## config.mk

```make
export PLATFORM = sky130hd
export DESIGN_NAME = mdio_master
export DESIGN_NICKNAME = d
export VERILOG_FILES = /design/src/rtl/mdio_pkg.sv /design/src/rtl/mdio_clkgen.sv /design/src/rtl/mdio_frame_fmt.sv /design/src/rtl/mdio_seq.sv /design/src/rtl/mdio_master.sv
export SDC_FILE = /design/constraint.sdc
export NUM_CORES = 1
export LEC_CHECK = 0
export BUFFER_PORTS_ARGS = -buffer_cell sky130_fd_sc_hd__buf_2
export CAP_MARGIN = 15
export CELL_PAD_IN_SITES_DETAIL_PLACEMENT = 0
export CELL_PAD_IN_SITES_GLOBAL_PLACEMENT = 1
export CORE_MARGIN = 2
export CORE_UTILIZATION = 47
export CTS_BUF_LIST = sky130_fd_sc_hd__clkbuf_8 sky130_fd_sc_hd__clkbuf_16
export CTS_CLUSTER_DIAMETER = 80
export DETAILED_ROUTE_END_ITERATION = 12
export HOLD_SLACK_MARGIN = 0.12
export PLACE_DENSITY_LB_ADDON = 0.1
export RECOVER_POWER = 50
export SLEW_MARGIN = 20
export SYNTH_ARGS = -nofsm -noshare
export SYNTH_HDL_FRONTEND = slang
export SYNTH_SLANG_ARGS = --single-unit
```

## constraint.sdc

```tcl
create_clock -name clk -period 3.96 [get_ports clk]
set_input_delay 0.792 -clock clk [delete_from_list [all_inputs] [get_ports clk]]
set_output_delay 0.792 -clock clk [all_outputs]
set_load 0.02 [all_outputs]
```

## src/rtl/mdio_pkg.sv

```systemverilog
package mdio_pkg;

    localparam int PHY_W     = 5;
    localparam int REG_W     = 5;
    localparam int DATA_W    = 16;
    localparam int DEV_W     = 5;
    localparam int XADDR_W   = DEV_W + DATA_W;
    localparam int PHY_CNT   = 1 << PHY_W;
    localparam int PRE_LEN   = 32;
    localparam int FLUSH_LEN = 32;
    localparam int HDR_BITS  = PRE_LEN + 4 + PHY_W + REG_W;
    localparam int FRAME_W   = HDR_BITS + 2 + DATA_W;
    localparam int CNT_W     = $clog2(FRAME_W + 1);

    localparam logic [1:0] ST_STD  = 2'b01;
    localparam logic [1:0] ST_EXT  = 2'b00;
    localparam logic [1:0] TA_DRV  = 2'b10;

    typedef enum logic [1:0] {
        FK_ADDR = 2'd0,
        FK_WR   = 2'd1,
        FK_RD   = 2'd2
    } frame_kind_e;

    typedef enum logic [2:0] {
        PH_IDLE  = 3'd0,
        PH_DRIVE = 3'd1,
        PH_TURN  = 3'd2,
        PH_RECV  = 3'd3,
        PH_FLUSH = 3'd4,
        PH_REL   = 3'd5
    } phase_e;

    typedef struct packed {
        phase_e              phase;
        logic [FRAME_W-1:0]  sreg;
        logic [CNT_W-1:0]    cnt;
        logic                pend;
        logic                is_wr;
        logic                cur_rd;
        logic [PHY_W-1:0]    phy;
        logic [DEV_W-1:0]    dev;
        logic [DATA_W-1:0]   wdata;
        logic [DATA_W-1:0]   rdata;
        logic                samp;
        logic                ta_err;
        logic                busy;
        logic                done;
        logic                oe;
        logic                run;
    } seq_state_t;

endpackage

```

## src/rtl/mdio_clkgen.sv

```systemverilog
module mdio_clkgen #(
    parameter int HALF_CYC = 16,
    parameter int SMP_DLY  = 15
) (
    input  logic clk,
    input  logic rst_n,
    input  logic run,
    output logic mdc,
    output logic bit_end,
    output logic sample_stb
);
    localparam int PER = 2 * HALF_CYC;
    localparam int CW  = (PER > 2) ? $clog2(PER) : 1;

    logic [CW-1:0] cnt_d, cnt_q;
    logic          mdc_d, mdc_q;

    always_comb begin
        if (run) begin
            cnt_d = (cnt_q == CW'(PER - 1)) ? '0 : cnt_q + 1'b1;
        end else begin
            cnt_d = '0;
        end
        mdc_d = run && (cnt_d >= CW'(HALF_CYC));
    end

    always_ff @(posedge clk or negedge rst_n) begin
        if (!rst_n) begin
            cnt_q <= '0;
            mdc_q <= 1'b0;
        end else begin
            cnt_q <= cnt_d;
            mdc_q <= mdc_d;
        end
    end

    assign mdc        = mdc_q;
    assign bit_end    = run && (cnt_q == CW'(PER - 1));
    assign sample_stb = run && (cnt_q == CW'(HALF_CYC + SMP_DLY));

    // independent run-length counters for the half-period checks
    logic [CW:0] hi_d, hi_q, lo_d, lo_q;

    always_comb begin
        hi_d = mdc_q ? hi_q + 1'b1 : '0;
        lo_d = (run && !mdc_q) ? lo_q + 1'b1 : '0;
    end

    always_ff @(posedge clk or negedge rst_n) begin
        if (!rst_n) begin
            hi_q <= '0;
            lo_q <= '0;
        end else begin
            hi_q <= hi_d;
            lo_q <= lo_d;
        end
    end

    a_r3_high_half: assert property (@(posedge clk) disable iff (!rst_n)
        $fell(mdc_q) |-> hi_q == (CW+1)'(HALF_CYC))
        else $error("mdc high half has wrong length");

    a_r3_low_half: assert property (@(posedge clk) disable iff (!rst_n)
        $rose(mdc_q) |-> lo_q == (CW+1)'(HALF_CYC))
        else $error("mdc low half has wrong length");

endmodule

```

## src/rtl/mdio_frame_fmt.sv

```systemverilog
module mdio_frame_fmt
    import mdio_pkg::*;
(
    input  logic               ext,
    input  frame_kind_e        kind,
    input  logic [PHY_W-1:0]   phy,
    input  logic [REG_W-1:0]   regf,
    input  logic [DATA_W-1:0]  word,
    output logic [FRAME_W-1:0] frame,
    output logic [CNT_W-1:0]   len
);
    logic [1:0] st;
    logic [1:0] op;

    always_comb begin
        st = ext ? ST_EXT : ST_STD;
        unique case (kind)
            FK_ADDR: op = 2'b00;
            FK_WR:   op = 2'b01;
            FK_RD:   op = ext ? 2'b11 : 2'b10;
            default: op = 2'b00;
        endcase
        frame = {{PRE_LEN{1'b1}}, st, op, phy, regf, TA_DRV, word};
        len   = (kind == FK_RD) ? CNT_W'(HDR_BITS) : CNT_W'(FRAME_W);
    end

endmodule

```

## src/rtl/mdio_seq.sv

```systemverilog
module mdio_seq
    import mdio_pkg::*;
(
    input  logic               clk,
    input  logic               rst_n,
    input  logic               req_valid,
    input  logic               req_write,
    input  logic               req_c45,
    input  logic [PHY_W-1:0]   req_phy,
    input  logic [XADDR_W-1:0] req_addr,
    input  logic [DATA_W-1:0]  req_wdata,
    input  logic [PHY_CNT-1:0] ta_ignore,
    input  logic               mdio_i,
    input  logic               bit_end,
    input  logic               sample_stb,
    output logic               run,
    output logic               mdio_o,
    output logic               mdio_oe,
    output logic               busy,
    output logic               done,
    output logic [DATA_W-1:0]  rd_data,
    output logic               ta_err
);
    seq_state_t q, d;

    frame_kind_e        k1, k2;
    logic [REG_W-1:0]   r1;
    logic [DATA_W-1:0]  w1;
    logic [FRAME_W-1:0] f1, f2;
    logic [CNT_W-1:0]   l1, l2;
    logic               ta_bit;

    always_comb begin
        if (req_c45) begin
            k1 = FK_ADDR;
            r1 = req_addr[XADDR_W-1:DATA_W];
            w1 = req_addr[DATA_W-1:0];
        end else begin
            k1 = req_write ? FK_WR : FK_RD;
            r1 = req_addr[REG_W-1:0];
            w1 = req_wdata;
        end
        k2 = q.is_wr ? FK_WR : FK_RD;
    end

    mdio_frame_fmt u_fmt_first (
        .ext   (req_c45),
        .kind  (k1),
        .phy   (req_phy),
        .regf  (r1),
        .word  (w1),
        .frame (f1),
        .len   (l1)
    );

    mdio_frame_fmt u_fmt_second (
        .ext   (1'b1),
        .kind  (k2),
        .phy   (q.phy),
        .regf  (q.dev),
        .word  (q.wdata),
        .frame (f2),
        .len   (l2)
    );

    assign ta_bit = sample_stb ? mdio_i : q.samp;

    always_comb begin
        d      = q;
        d.done = 1'b0;
        unique case (q.phase)
            PH_IDLE: begin
                if (req_valid) begin
                    d.phase  = PH_DRIVE;
                    d.busy   = 1'b1;
                    d.run    = 1'b1;
                    d.oe     = 1'b1;
                    d.sreg   = f1;
                    d.cnt    = l1;
                    d.pend   = req_c45;
                    d.is_wr  = req_write;
                    d.cur_rd = !req_c45 && !req_write;
                    d.phy    = req_phy;
                    d.dev    = req_addr[XADDR_W-1:DATA_W];
                    d.wdata  = req_wdata;
                    d.rdata  = '0;
                    d.ta_err = 1'b0;
                end
            end
            PH_DRIVE: begin
                if (bit_end) begin
                    d.sreg = {q.sreg[FRAME_W-2:0], 1'b1};
                    d.cnt  = q.cnt - 1'b1;
                    if (q.cnt == CNT_W'(1)) begin
                        d.oe    = 1'b0;
                        d.phase = q.cur_rd ? PH_TURN : PH_REL;
                    end
                end
            end
            PH_TURN: begin
                if (sample_stb) begin
                    d.samp = mdio_i;
                end
                if (bit_end) begin
                    if (ta_bit && !ta_ignore[q.phy]) begin
                        d.phase  = PH_FLUSH;
                        d.cnt    = CNT_W'(FLUSH_LEN);
                        d.ta_err = 1'b1;
                    end else begin
                        d.phase = PH_RECV;
                        d.cnt   = CNT_W'(DATA_W);
                    end
                end
            end
            PH_RECV: begin
                if (sample_stb) begin
                    d.rdata = {q.rdata[DATA_W-2:0], mdio_i};
                end
                if (bit_end) begin
                    d.cnt = q.cnt - 1'b1;
                    if (q.cnt == CNT_W'(1)) begin
                        d.phase = PH_REL;
                    end
                end
            end
            PH_FLUSH: begin
                if (bit_end) begin
                    d.cnt = q.cnt - 1'b1;
                    if (q.cnt == CNT_W'(1)) begin
                        d.rdata = '1;
                        d.phase = PH_IDLE;
                        d.busy  = 1'b0;
                        d.run   = 1'b0;
                        d.done  = 1'b1;
                    end
                end
            end
            PH_REL: begin
                if (bit_end) begin
                    if (q.pend) begin
                        d.pend   = 1'b0;
                        d.phase  = PH_DRIVE;
                        d.oe     = 1'b1;
                        d.sreg   = f2;
                        d.cnt    = l2;
                        d.cur_rd = !q.is_wr;
                    end else begin
                        d.phase = PH_IDLE;
                        d.busy  = 1'b0;
                        d.run   = 1'b0;
                        d.done  = 1'b1;
                    end
                end
            end
            default: d = '0;
        endcase
    end

    always_ff @(posedge clk or negedge rst_n) begin
        if (!rst_n) begin
            q <= '0;
        end else begin
            q <= d;
        end
    end

    assign run     = q.run;
    assign mdio_o  = q.sreg[FRAME_W-1];
    assign mdio_oe = q.oe;
    assign busy    = q.busy;
    assign done    = q.done;
    assign rd_data = q.rdata;
    assign ta_err  = q.ta_err;

    a_r13_done_pulse: assert property (@(posedge clk) disable iff (!rst_n)
        done |=> !done)
        else $error("done longer than one cycle");

    a_r13_done_idle: assert property (@(posedge clk) disable iff (!rst_n)
        done |-> !busy && !run)
        else $error("done while still busy");

    a_r10_flush_ones: assert property (@(posedge clk) disable iff (!rst_n)
        done && ta_err |-> rd_data == '1)
        else $error("turnaround failure without all-ones data");

    a_r9_released_on_input: assert property (@(posedge clk) disable iff (!rst_n)
        (q.phase == PH_TURN || q.phase == PH_RECV || q.phase == PH_FLUSH) |-> !mdio_oe)
        else $error("line driven while receiving");

endmodule

```

## src/rtl/mdio_master.sv

```systemverilog
module mdio_master
    import mdio_pkg::*;
#(
    parameter int HALF_CYC = 16,
    parameter int SMP_DLY  = 15
) (
    input  logic                clk,
    input  logic                rst_n,
    input  logic                req_valid,
    input  logic                req_write,
    input  logic                req_c45,
    input  logic [4:0]          req_phy,
    input  logic [20:0]         req_addr,
    input  logic [15:0]         req_wdata,
    input  logic [31:0]         ta_ignore,
    output logic                busy,
    output logic                done,
    output logic [15:0]         rd_data,
    output logic                ta_err,
    output logic                mdc,
    output logic                mdio_o,
    output logic                mdio_oe,
    input  logic                mdio_i
);
    logic run, bit_end, sample_stb;

    mdio_clkgen #(
        .HALF_CYC (HALF_CYC),
        .SMP_DLY  (SMP_DLY)
    ) u_clk (
        .clk        (clk),
        .rst_n      (rst_n),
        .run        (run),
        .mdc        (mdc),
        .bit_end    (bit_end),
        .sample_stb (sample_stb)
    );

    mdio_seq u_seq (
        .clk        (clk),
        .rst_n      (rst_n),
        .req_valid  (req_valid),
        .req_write  (req_write),
        .req_c45    (req_c45),
        .req_phy    (req_phy),
        .req_addr   (req_addr),
        .req_wdata  (req_wdata),
        .ta_ignore  (ta_ignore),
        .mdio_i     (mdio_i),
        .bit_end    (bit_end),
        .sample_stb (sample_stb),
        .run        (run),
        .mdio_o     (mdio_o),
        .mdio_oe    (mdio_oe),
        .busy       (busy),
        .done       (done),
        .rd_data    (rd_data),
        .ta_err     (ta_err)
    );

    a_r1_idle_quiet: assert property (@(posedge clk) disable iff (!rst_n)
        !busy |-> !mdc && !mdio_oe)
        else $error("bus active while idle");

    a_r2_accept: assert property (@(posedge clk) disable iff (!rst_n)
        req_valid && !busy |=> busy)
        else $error("request not taken");

    a_r4_mdio_hold: assert property (@(posedge clk) disable iff (!rst_n)
        mdc |-> $stable(mdio_o) && $stable(mdio_oe))
        else $error("data line changed while mdc high");

endmodule

```

# == Word level (Yosys, flattened, before mapping) ==
# Index checks and enable logic that the tools add are counted.
# word_totals
in_bits,80
latch_bits,0
mem_bits_ro,0
regBits,131
n_memories,0
out_inout_bits,22
ram_bits,0
wordCells,142
# classes
n_eq_ne,24
shift,0
n_div,0
reduce_logical,27
n_bitwise,6
n_mux,63
addsub,2
magnitude_cmp,2
n_mul,0
# op_table
op,n
$pmux W64 S4,1
$mux W119,1
$mux W75,1
$mux W74,1
$mux W72,1
$mux W16,4
$pmux W16 S4,1
$pmux W26 S2,1
$pmux W7 S5,1
$mux W7,4
$mux W3,8
$pmux W3 S6,1
$reduce_and A6 Y1,3
$mux W2,8
$mux W5,3
$ne A2 B2 Y1 const B,7
$mux W1,13
$ne A2 B1 Y1 const B,6
$pmux W1 S4,3
$reduce_and A5 Y1,2
$reduce_or A5 Y1,2
$pmux W1 S3,3
$reduce_and A9 Y1,1
$reduce_or A3 Y1,3
other kinds (25),45

# == Longest topological paths before layout ==
# depth
ltp_word,7
ltp_mapped,11
depth_no_buf,8

# == Hierarchy ==
# Synthesis repeated with hierarchy kept, for this count alone.
# unflattened
cells_unflattened,1030
hier_area_um2,8994.9
# by_module_without_submodules
mod,area_each_um2,cells_per_inst,n_inst,seq_area_each_um2
mdio_seq,7624.8,856,1,3128.0
mdio_frame_fmt,564.3,77,2,0.0
mdio_clkgen,241.5,20,1,125.1

# == Worst setup path before layout ==
# OpenSTA, ideal clock, no wires.
# synth_timing
path_kind,reg2reg
start,register u_clk.cnt_q[0]
end,register u_seq.q[86] (netlist bit)
path_stages_with_launch,11
setup_ns,0.124
arrival_ns,2.032
period_less_slack_ns,2.156
required_ns,3.836
setup_slack_ns,1.804
path_buffers,2
cell_sequence,dfrtp_1 ha_1 and3_1 ha_1 and2_1 clkbuf_2 a31oi_1 or2_1 buf_2 nor3_1 a211o_1
# synth_via
elab_chain_len,4
word_cells_on_any_way,5
cone_classes,eq/ne: 3; reduce/logical: 2
# synth_lines
element,line_no,text
from (decl),mdio_clkgen.sv:15,"logic [CW-1:0] cnt_d, cnt_q;"
from (signal assigned),mdio_clkgen.sv:32,cnt_q <= cnt_d;
$eq A5 B5 Y1 *,mdio_clkgen.sv:38,assign bit_end = run && (cnt_q == CW'(PER - 1));
$logic_and A1 B1 Y1 *,mdio_clkgen.sv:38,
$ne A2 B2 Y1 (no line),-,
$reduce_and A5 Y1 (no line) *,-,
to (signal assigned),mdio_seq.sv:161,q <= '0;
to (signal assigned),mdio_seq.sv:163,q <= d;
to (decl),mdio_seq.sv:24,"seq_state_t q, d;"
# Mark *: on every way between the ends. The rest lies on a longest branch, timed or not.
# A chain may end at the register's enable or synchronous reset.

# == Worst setup path after layout ==
# layout_timing
start,register u_seq.q[124] (netlist bit)
end,register u_seq.q[55] (netlist bit)
# layout_via
elab_chain_len,4
word_cells_on_any_way,15
cone_classes,eq/ne: 11; mux: 1; reduce/logical: 3
# layout_lines
element,line_no,text
$eq A3 B2 Y1 / $eq A3 B3 Y1 (equally long branches),mdio_seq.sv:71,unique case (q.phase)
$reduce_or A2 Y1 (no line),-,
$ne A2 B1 Y1 (no line),-,
$reduce_and A6 Y1 (no line),-,
# Several ways; a longest one is shown, not always the timed one.

==> metrics.cfg <==
[run_status]
outcome = complete, but fails checks
violations = capacitance limit, slew limit

[yosys]
postSynthCellCount = 733
synth_edf_count = 0
ys.warnings.count = 0
ys_types = 57
syn_nets = 817
synth_top_area_cell = dfrtp_1
synth_top_area_share_pct = 47.6
seq_area_frac_synth_pct = 47.6
synth.ff_latch_count = 129
synth.area.top_cells = dfrtp_1 48%, mux2i_1 9.0%, o21ai_0 6.4%, nand2_1 6.3%, a21oi_1 4.5%
ys_async_sr_fraction_pct = 100
syn_area_um2 = 6780
synth_flop_cell = dfrtp_1
postSynthAreaPerCell_um2 = 9.25

[cts]
ctsResizeCount = 0
cts-buffers-inserted = 17
htreeDepth = 4
clk_pin_slew_worst_paths_ps = 60
cts_setup_buffers = 0
cts-root-buf = clkbuf_16
clock_latency_ps = 420
cts_tree = built
clockBufferDepth = 2
clock_sinks = 129
cts_hold_buf = 0

[floorplan]
dieArea_um2 = 15400
start_util_pct = 48.5
fp-row-count = 43
coreArea_um2 = 14000
die_w_um = 124
io_pins = 102
die_h_um = 124

[timing]
hold_violations = 0
setup_ws_ps = 1050
holdWs_ps = 466
layout_min_cycle_time_ps = 2910
setup_violations = 0
totalNegativeSetupSlack_ps = 0
relSlewSlack_pct = -9.00
skew_ps = 8.25
post-route-period-util_pct = 73.6
slew_violations = 66
tightest_slew_ps = 1630
rsz0062_at_grt = false
timing.fmax_mhz = 343

[critical_path]
required_ps = 4220
cp.arrival_ps = 3180
end_kind = register
critPathKind = register to register
path_max_fanout = 36
start_kind = register

[detailed_routing]
antenna_left = 0
vias = 5555
first_iter_violations = 401
drt_pass1_iterations = 4
routed_wl_um = 15800
viasPerCell = 5.61
post_drt_wl_per_cell_um = 16.0
drc = 0

[pwr]
finalPower_mw = 3.16
power.share.clock_pct = 51.5
combPwrFrac_pct = 4.9
leakagePower_nw = 3.38
swShare_pct = 22.7
power.share.sequential_pct = 43.6
power.density_nw_per_um2 = 402
p_int_mw = 2.44
vdd_drop_max_uv = 292
p_sw_mw = 0.717

[placement]
place_inst = 958
gp_congestion = 0.813
dp_hpwl_um = 10600
io_buffers = 101
postPlaceCellArea_um2 = 7240
place_worst_setup_slack_ps = 1080

[cells_and_area]
utilization_pct = 56.1
fin_nets = 881
design_area_um2 = 7850
final_cell_count_no_fill = 990
syn2layout_area_growth_pct = 15.7
diodes = 0
drive_gt1_share_pct = 19.9

[global_route]
grt.total_usage_pct = 22.1
grt_max_degree = 66
grt_pass1_vias = 5396
overflow = 0
grt_pass1_wl_um = 26700
antenna_found_initial = 0

[min_path]
hp-class = register to register

[flow_run]
max_cap_violations = 1

## synthesized netlist by cell type, drive strengths merged (2+ instances only)
cell     number
o221ai        3
a31oi         4
nor2b         7
nand4         3
xnor2         2
ha            4
mux2i        61
nor2         68
o221a         2
a22o         21
o2bb2ai       2
nand2b        4
a21o          2
a211o         2
dfrtp       129
nand2       113
or2           3
buf          53
nor4          4
o22ai        21
clkbuf       18
o31a          2
mux2          5
and2          6
nor3          7
inv           6
a21oi        61
o21ai        91
nor3b         3
nand3         6
a22oi         4
## routing by layer
metal / track usage (%) / share of wire (%) / routed length, um
met5: 0 / 0 / 0
met4: 6.88 / 1.4 / 229
met3: 4.58 / 4.4 / 704
met2: 34.1 / 46 / 7330
met1: 31.4 / 48 / 7580
## worst paths after layout
check	from	to	cells after the start	slack, ps
worst min register to register	u_clk.cnt_q[0]	u_clk.cnt_q[0]	1	470
worst max-delay path	u_seq.q[124]	u_seq.q[55]	7	1050
worst min-delay path	u_clk.cnt_q[0]	u_clk.cnt_q[0]	1	470
max in group asynchronous	rst_n	u_seq.q[90]	2	1210
min in group asynchronous	rst_n	u_clk.cnt_q[2]	1	790
worst max register to register	u_seq.q[124]	u_seq.q[55]	7	1050
## registers in the layout, summed over array words and instances (netlist names)
signal         count
u_clk.cnt_q        5
u_seq.busy         1
u_seq.done         1
u_seq.mdio_o       1
u_seq.mdio_oe      1
u_seq.q          103
u_seq.rd_data     16
u_seq.ta_err       1
## layout by cell type (no fill, tap or decap), types with 3 or more instances in the layout
cell,netlist,routed
a21oi_1,61,60
a22o_1,21,21
a22oi_1,4,4
a31oi_1,4,4
and2_1,6,5
buf_2,23,94
buf_4,26,12
bufinv_16,0,3
clkbuf_1,17,9
clkbuf_16,0,17
dfrtp_1,129,128
ha_1,4,4
inv_1,5,5
inv_6,0,5
mux2_2,5,5
mux2i_1,61,61
nand2_1,113,113
nand2b_1,4,4
nand3_1,6,6
nand4_1,3,3
nor2_1,67,67
nor2b_1,7,7
nor3_1,4,4
nor3_2,3,3
nor4_1,3,3
o21ai_0,87,87
o21ai_1,4,3
o221ai_1,3,3
o22ai_1,21,21
or2_1,3,3
## worst max-delay path, cell delays in order, from the launching register on
cell and delay (ps):
dfrtp_2 900, buf_4 450, or2_1 150, buf_4 290
o22ai_1 130, o31a_1 390, o21ai_0 250, o221ai_1 180
## final cells by class
cell class | count | area [um^2]
inverters | 7 | 26.3
clock buffers | 18 | 439
well taps | 180 | 225
flip-flops and latches | 129 | 3230
repair buffers | 116 | 599
clock inverters | 14 | 176
multi-input cells | 526 | 3150
fillers | 1258 | 6140
## power groups by stage
stage	clock network (mW)	registers [mW]	logic, mW
after floorplan	0	1.39	0.0718
after global placement	0	1.40	0.155
after detailed placement	0	1.40	0.161
after CTS	1.65	1.38	0.161
after global routing	1.72	1.38	0.179
final	1.63	1.38	0.156
## cell families (layout without fill, tap and decap cells)
logic type	count (synthesis)	in the layout	share of synthesized area, %
multiplexers	66	66	9.83
adder cells (fa/ha/maj)	4	4	0.738
flip-flops	129	129	47.6
AO/OA/AOI/OAI	226	226	20.2
buffers and inverters	78	155	6.42
AND/OR/NAND/NOR	227	227	14.8
XOR/XNOR	3	3	0.388
Power figures use the tool's default switching activity.
